File: config.mk
export PLATFORM = sky130hd
export DESIGN_NAME = iq_undersample_demod
export DESIGN_NICKNAME = d
export VERILOG_FILES = /design/src/rtl/iqd_pkg.sv /design/src/rtl/iqd_phase_seq.sv /design/src/rtl/iqd_weight_lut.sv /design/src/rtl/iqd_mac_lane.sv /design/src/rtl/iq_undersample_demod.sv
export SDC_FILE = /design/constraint.sdc
export NUM_CORES = 2
export LEC_CHECK = 0
export ABC_CLOCK_PERIOD_IN_PS = 17850
export BUFFER_PORTS_ARGS = -buffer_cell sky130_fd_sc_hd__buf_2
export CORE_UTILIZATION = 40
export DETAILED_ROUTE_END_ITERATION = 12
export PLACE_DENSITY = 0.59
export SLEW_MARGIN = 20
export SYNTH_ARGS = -nofsm -noshare
export SYNTH_HDL_FRONTEND = slang
export SYNTH_SLANG_ARGS = --single-unit
File: constraint.sdc
create_clock -name clk -period 17.85 [get_ports clk]
set_clock_uncertainty 0.1 [all_clocks]
set_input_delay 0.8925 -clock clk [delete_from_list [all_inputs] [get_ports clk]]
set_output_delay 0.8925 -clock clk [all_outputs]
set_load 0.1 [all_outputs]
File: src/rtl/iqd_pkg.sv
package iqd_pkg;

   localparam int IQD_WEIGHT_W = 16;

   typedef struct packed {
      logic vld;
      logic first;
      logic last;
   } iqd_ctl_t;

   // five-point cycle, angle 72 degrees times p, Q1.14
   function automatic logic signed [IQD_WEIGHT_W-1:0] pent_cos(input logic [3:0] p);
      case (p)
         4'd0:    return 16'sd16384;
         4'd1:    return 16'sd5063;
         4'd2:    return -16'sd13255;
         4'd3:    return -16'sd13255;
         4'd4:    return 16'sd5063;
         default: return 16'sd0;
      endcase
   endfunction

   function automatic logic signed [IQD_WEIGHT_W-1:0] pent_sin(input logic [3:0] p);
      case (p)
         4'd1:    return 16'sd15582;
         4'd2:    return 16'sd9630;
         4'd3:    return -16'sd9630;
         4'd4:    return -16'sd15582;
         default: return 16'sd0;
      endcase
   endfunction

   // four-point cycle, quarter-wave steps
   function automatic logic signed [IQD_WEIGHT_W-1:0] quad_cos(input logic [3:0] p);
      case (p)
         4'd0:    return 16'sd16384;
         4'd2:    return -16'sd16384;
         default: return 16'sd0;
      endcase
   endfunction

   function automatic logic signed [IQD_WEIGHT_W-1:0] quad_sin(input logic [3:0] p);
      case (p)
         4'd1:    return 16'sd16384;
         4'd3:    return -16'sd16384;
         default: return 16'sd0;
      endcase
   endfunction

endpackage

File: src/rtl/iqd_phase_seq.sv
module iqd_phase_seq #(
   parameter int NUM_PH  = 5,
   parameter int PH_STEP = 4,
   parameter int WIN_LEN = 1280,
   localparam int PH_W   = $clog2(NUM_PH),
   localparam int CNT_W  = $clog2(WIN_LEN)
) (
   input  logic            clk,
   input  logic            rst_n,
   input  logic            in_valid,
   input  logic            in_start,
   output logic            take_o,
   output logic            first_o,
   output logic            last_o,
   output logic [PH_W-1:0] phase_o
);

   logic            running_q;
   logic [CNT_W-1:0] cnt_q;
   logic [PH_W-1:0] phase_q;
   logic [CNT_W-1:0] cur_cnt;
   logic [PH_W:0]   ph_sum;
   logic [PH_W-1:0] ph_next;

   always_comb begin
      take_o  = 1'b0;
      first_o = 1'b0;
      cur_cnt = cnt_q;
      phase_o = phase_q;
      if (in_valid && in_start) begin
         take_o  = 1'b1;
         first_o = 1'b1;
         cur_cnt = '0;
         phase_o = '0;
      end else if (in_valid && running_q) begin
         take_o = 1'b1;
      end
      last_o = take_o && (cur_cnt == CNT_W'(WIN_LEN - 1));
      ph_sum = {1'b0, phase_o} + (PH_W+1)'(PH_STEP);
      if (ph_sum >= (PH_W+1)'(NUM_PH))
         ph_next = PH_W'(ph_sum - (PH_W+1)'(NUM_PH));
      else
         ph_next = ph_sum[PH_W-1:0];
   end

   always_ff @(posedge clk) begin
      if (!rst_n) begin
         running_q <= 1'b0;
         cnt_q     <= '0;
         phase_q   <= '0;
      end else if (take_o) begin
         running_q <= !last_o;
         cnt_q     <= cur_cnt + CNT_W'(1);
         phase_q   <= ph_next;
      end
   end

endmodule

File: src/rtl/iqd_weight_lut.sv
module iqd_weight_lut
   import iqd_pkg::*;
#(
   parameter int NUM_PH = 5,
   localparam int PH_W  = $clog2(NUM_PH)
) (
   input  logic [PH_W-1:0]                 phase_i,
   output logic signed [IQD_WEIGHT_W-1:0]  cos_o,
   output logic signed [IQD_WEIGHT_W-1:0]  sin_o
);

   generate
      if (NUM_PH == 5) begin : g_pent
         always_comb begin
            cos_o = pent_cos(4'(phase_i));
            sin_o = pent_sin(4'(phase_i));
         end
      end else begin : g_quad
         always_comb begin
            cos_o = quad_cos(4'(phase_i));
            sin_o = quad_sin(4'(phase_i));
         end
      end
   endgenerate

endmodule

File: src/rtl/iqd_mac_lane.sv
module iqd_mac_lane #(
   parameter int SAMPLE_W    = 14,
   parameter int WEIGHT_W    = 16,
   parameter int ACC_W       = 48,
   parameter int OUT_W       = 30,
   parameter int WIN_LEN     = 1280,
   parameter int SCALE_SHIFT = 24,
   localparam int PRD_W      = SAMPLE_W + WEIGHT_W,
   localparam int RC_W       = SCALE_SHIFT + 2,
   localparam int SCL_W      = ACC_W + RC_W,
   localparam longint RC_VAL = ((64'sd1 <<< (SCALE_SHIFT + 1)) + 64'(WIN_LEN / 2)) / 64'(WIN_LEN)
) (
   input  logic                       clk,
   input  logic                       rst_n,
   input  logic                       smp_en,
   input  logic signed [SAMPLE_W-1:0] sample_i,
   input  logic signed [WEIGHT_W-1:0] weight_i,
   input  logic                       acc_en,
   input  logic                       acc_clr,
   input  logic                       load_en,
   output logic signed [OUT_W-1:0]    result_o
);

   localparam logic signed [RC_W-1:0] RC_C = RC_W'(RC_VAL);

   logic signed [PRD_W-1:0] prod_q;
   logic signed [ACC_W-1:0] acc_q;
   logic signed [SCL_W-1:0] scl_full;
   logic signed [SCL_W-1:0] scl_shift;

   always_ff @(posedge clk) begin
      if (!rst_n)
         prod_q <= '0;
      else if (smp_en)
         prod_q <= PRD_W'(sample_i) * PRD_W'(weight_i);
   end

   always_ff @(posedge clk) begin
      if (!rst_n)
         acc_q <= '0;
      else if (acc_en)
         acc_q <= acc_clr ? ACC_W'(prod_q) : acc_q + ACC_W'(prod_q);
   end

   always_comb begin
      scl_full  = SCL_W'(acc_q) * SCL_W'(RC_C);
      scl_shift = scl_full >>> SCALE_SHIFT;
   end

   always_ff @(posedge clk) begin
      if (!rst_n)
         result_o <= '0;
      else if (load_en)
         result_o <= scl_shift[OUT_W-1:0];
   end

endmodule

File: src/rtl/iq_undersample_demod.sv
module iq_undersample_demod
   import iqd_pkg::*;
#(
   parameter int SAMPLE_W    = 14,
   parameter int NUM_PH      = 5,
   parameter int PH_STEP     = 4,
   parameter int WIN_LEN     = 1280,
   parameter int ACC_W       = 48,
   parameter int OUT_W       = 30,
   parameter int SCALE_SHIFT = 24,
   localparam int PH_W       = $clog2(NUM_PH)
) (
   input  logic                       clk,
   input  logic                       rst_n,
   input  logic                       in_valid,
   input  logic                       in_start,
   input  logic signed [SAMPLE_W-1:0] in_sample,
   output logic                       out_valid,
   output logic signed [OUT_W-1:0]    out_i,
   output logic signed [OUT_W-1:0]    out_q
);

   generate
      if (NUM_PH != 4 && NUM_PH != 5) begin : g_bad_ph
         $error("NUM_PH must be 4 or 5");
      end
      if (PH_STEP < 1 || PH_STEP >= NUM_PH) begin : g_bad_step
         $error("PH_STEP must lie in 1..NUM_PH-1");
      end
      if (WIN_LEN % NUM_PH != 0 || WIN_LEN < 2 * NUM_PH) begin : g_bad_len
         $error("WIN_LEN must be a multiple of NUM_PH, at least two cycles");
      end
      if (ACC_W < SAMPLE_W + IQD_WEIGHT_W + $clog2(WIN_LEN)) begin : g_bad_acc
         $error("ACC_W too narrow for WIN_LEN products");
      end
      if (SCALE_SHIFT < 8 || SCALE_SHIFT > 40) begin : g_bad_shift
         $error("SCALE_SHIFT out of range");
      end
   endgenerate

   logic            take, first, last;
   logic [PH_W-1:0] phase;
   logic signed [IQD_WEIGHT_W-1:0] w_cos, w_sin;
   iqd_ctl_t        ctl_s1;
   logic            done_s2;
   logic            valid_q;
   logic signed [OUT_W-1:0] lane_res [2];

   iqd_phase_seq #(
      .NUM_PH (NUM_PH),
      .PH_STEP(PH_STEP),
      .WIN_LEN(WIN_LEN)
   ) i_seq (
      .clk     (clk),
      .rst_n   (rst_n),
      .in_valid(in_valid),
      .in_start(in_start),
      .take_o  (take),
      .first_o (first),
      .last_o  (last),
      .phase_o (phase)
   );

   iqd_weight_lut #(
      .NUM_PH(NUM_PH)
   ) i_lut (
      .phase_i(phase),
      .cos_o  (w_cos),
      .sin_o  (w_sin)
   );

   always_ff @(posedge clk) begin
      if (!rst_n) begin
         ctl_s1  <= '0;
         done_s2 <= 1'b0;
         valid_q <= 1'b0;
      end else begin
         ctl_s1  <= '{vld: take, first: first, last: last};
         done_s2 <= ctl_s1.vld && ctl_s1.last;
         valid_q <= done_s2;
      end
   end

   generate
      for (genvar g = 0; g < 2; g++) begin : g_lane
         iqd_mac_lane #(
            .SAMPLE_W   (SAMPLE_W),
            .WEIGHT_W   (IQD_WEIGHT_W),
            .ACC_W      (ACC_W),
            .OUT_W      (OUT_W),
            .WIN_LEN    (WIN_LEN),
            .SCALE_SHIFT(SCALE_SHIFT)
         ) i_lane (
            .clk     (clk),
            .rst_n   (rst_n),
            .smp_en  (take),
            .sample_i(in_sample),
            .weight_i((g == 0) ? w_cos : w_sin),
            .acc_en  (ctl_s1.vld),
            .acc_clr (ctl_s1.first),
            .load_en (done_s2),
            .result_o(lane_res[g])
         );
      end
   endgenerate

   assign out_valid = valid_q;
   assign out_i     = lane_res[0];
   assign out_q     = lane_res[1];

endmodule

==> metrics.txt <==
status finished, final reports clean; DRC Markers 0; ys flop type dfxtp_1; Max Slew Vio Count 0; Post-DP HPWL roughly 100 mm; first-pass GRT wire length 193.3 mm; Yosys top cell area share 0.3732; antenna cells 0; YS warnings 0; Die W around 350 um; vias in the first global route 36070; Post-synth EDFFs 0; most common cell after layout, fill and taps aside inv_1; Worst R2R Start i_seq.phase_q[0]; startpoint types input pin; DR WL met3 4.951 mm; Vias/cell 4.951; M1 wire length approximately 56 mm; reg2reg path depth 28; total CTS buffers 34; Critical R2R Capture g_lane[1].i_lane.prod_q[28]; Setup violations, final 0; Starting DRT DRC Count 1702; CP max FO 16; TNS Setup 0 ns; Static Leakage 27.41 nW; mapped cell area 47150 um2; io pins 79; largest stage delay on the critical path 0.83 ns; Synth Area per Inst 8.978 um2; worst endpoint required time 18.24 ns; die height 345.3 um; layout cells sized above 1 0.03824; max frequency between 100 and 150 MHz; Post-CTS Setup Inserts 0; Final nets 6722; met2 wire len 52.46 mm; row count 125; Syn Inst Count 5252; sequential fraction of the synthesis area 0.09935; CTS root buf clkbuf_16; CTS Hold Bufs 0; Layout area overhead 6.716%; synthesis-stage register bit count 234; placer congestion estimate about 0.9; PwrDens 105.5 nW/um2; largest net degree at the start of global routing 82; most frequent cells in the layout inv_1 (1441), fa_1 (879), ha_1 (567); Post-DP Area 49130 um2; Initial Util 0.4047; Die ar. 119300 um2; dominant cell type by area after synthesis fa_1; clock insertion delay at the later pin of the skew report 0.58 ns; Slowest-stage cell, CP a2111oi_1; H-tree depth 2; Max clock buf depth 3; clock tree from TritonCTS yes; top sig layer met5; count of different cell masters after synthesis 88; Final Hold Fails 0; antenna-violating nets left 0; GRT Total Usage 0.2025; IO Port Bufs 78; DR WL/cell 17.07 um; RSZ-0062 raised after global routing no; Design Area, Final 50320 um2; VDD IR max 0.1439 mV; Worst setup startpoint in_valid; ranking of synthesized cells by area fa_1 (37%), ha_1 (15%), inv_1 (11%); Worst Hold Class flip-flop to flip-flop; Tmin final 8.616 ns; final WL 116.2 mm; CTS Sinks about 230; syn nets 6716; total gr overflow 0; antenna violations before repair 1; register-to-register setup slack 10.05 ns; clock-pin slew on the worst setup and hold paths 0.07 ns; total core area 116500 um2; measured slew at the worst slew-check pin 1.094 ns; Setup CP Type input pin to flip-flop; fillcell total 11520; Max-Slew Margin vs Limit 0.2695; Async S/R FF share, synth 0; Max Cap Viol 0; via count 33700; Initial DRT Pass Iterations 5; Critical Path AT between 9 and 10 ns; CTS resizes 0; fin crit share 0.4827; crit path capture g_lane[1].i_lane.prod_q[28]; Setup crit end kind flip-flop
how the worst min path moves through the flow:
stage	from	to	slack, ns	cells past startpoint
2_1_floorplan	ctl_s1[0]	done_s2	0.34	1
3_3_place_gp	g_lane[0].i_lane.result_o[19]	g_lane[0].i_lane.result_o[19]	0.33	2
3_5_place_dp	g_lane[1].i_lane.result_o[24]	g_lane[1].i_lane.result_o[24]	0.34	2
4_1_cts	g_lane[1].i_lane.result_o[20]	g_lane[1].i_lane.result_o[20]	0.35	2
5_1_grt	g_lane[1].i_lane.result_o[22]	g_lane[1].i_lane.result_o[22]	0.36	2
6_report	g_lane[0].i_lane.result_o[26]	g_lane[0].i_lane.result_o[26]	0.34	2
state kept, by name, indices dropped and copies added, names as in the netlist:
signal and count:
g_lane.i_lane.result_o 60, i_seq.running_q 1, i_seq.cnt_q 11, done_s2 1, i_seq.phase_q 3, g_lane.i_lane.prod_q 59, ctl_s1 3, out_valid 1
g_lane.i_lane.acc_q 95
kinds of logic after synthesis:
logic type | synth area share
mux | 0.008120
xor+xnor | 0.04161
buf+inv | 0.1252
other cells | 0.0001593
fa+ha+maj | 0.5236
flops | 0.09935
simple gates | 0.07955
compound gates | 0.1224
synth_stat cells (4+ instances only):
cell	count
buf_1	18
o21ai_0	141
inv_1	1441
nor2b_1	57
nand2b_1	31
dfxtp_1	234
o31ai_1	9
a221oi_1	8
a31oi_1	25
a211oi_1	33
nor3_1	25
ha_1	567
xor2_1	73
nand4_1	31
nand3b_1	4
o211a_1	11
buf_2	6
a41o_1	4
and3_1	23
nand3_1	47
a21oi_1	313
a2111oi_0	7
o211ai_1	25
fa_1	879
nand2_1	373
or2_2	8
o21bai_1	25
and2_1	21
o31a_1	6
nor2_1	183
a21o_1	118
mux2i_1	36
a41oi_1	5
or2_1	5
a311oi_1	14
o21a_1	26
xnor2_1	151
a211o_1	8
clkbuf_1	103
o21ai_1	70
or3_1	13
through the flow:
stage                     cells    util  setup slack [ns]  power, mW  hold slack [ns]
after floorplan            5252       -             9.838      3.663           0.3367
after global placement     6745  0.4216             8.794      4.583           0.3347
after detailed placement   6745  0.4216             8.653      4.627           0.3395
after CTS                  6806  0.4318             9.217      5.392           0.3468
after global routing       6807  0.4319             8.681      5.980           0.3608
final                      6807  0.4319             9.234      5.306           0.3417
per-layer routing:
| layer | vias to the layer above | GRT usage |
|---|---|---|
| met5 | - | 0 |
| met4 | 2 | 0.04665 |
| met3 | 110 | 0.02835 |
| met2 | 582 | 0.3284 |
| met1 | 16660 | 0.2853 |
| li1 | 16350 | - |
area by class of cell:
class	instances	area [um2]	area share
tap	1524	1907	0.03789
clock buffer	45	1005	0.01997
timing repair buffer	97	533.0	0.01059
multi-input combinational	3447	36580	0.7269
sequential	234	4693	0.09327
inverter	1444	5423	0.1078
clock inverter	16	180.2	0.003581
critical path: cells and delay by family:
family,cells,cell delay (ns)
compound gates,9,2.50
xor+xnor,1,0.16
fa+ha+maj,8,3.61
buf+inv,7,0.54
simple gates,5,1.29
power breakdown:
part	internal (mW)	switching, mW	leakage [nW]	total [mW]
clock network	0.432	0.298	0.581	0.730
registers	0.572	0.0788	1.91	0.651
logic	1.63	2.30	24.9	3.93
total	2.63	2.67	27.4	5.31
Power figures use the tool's default switching activity.
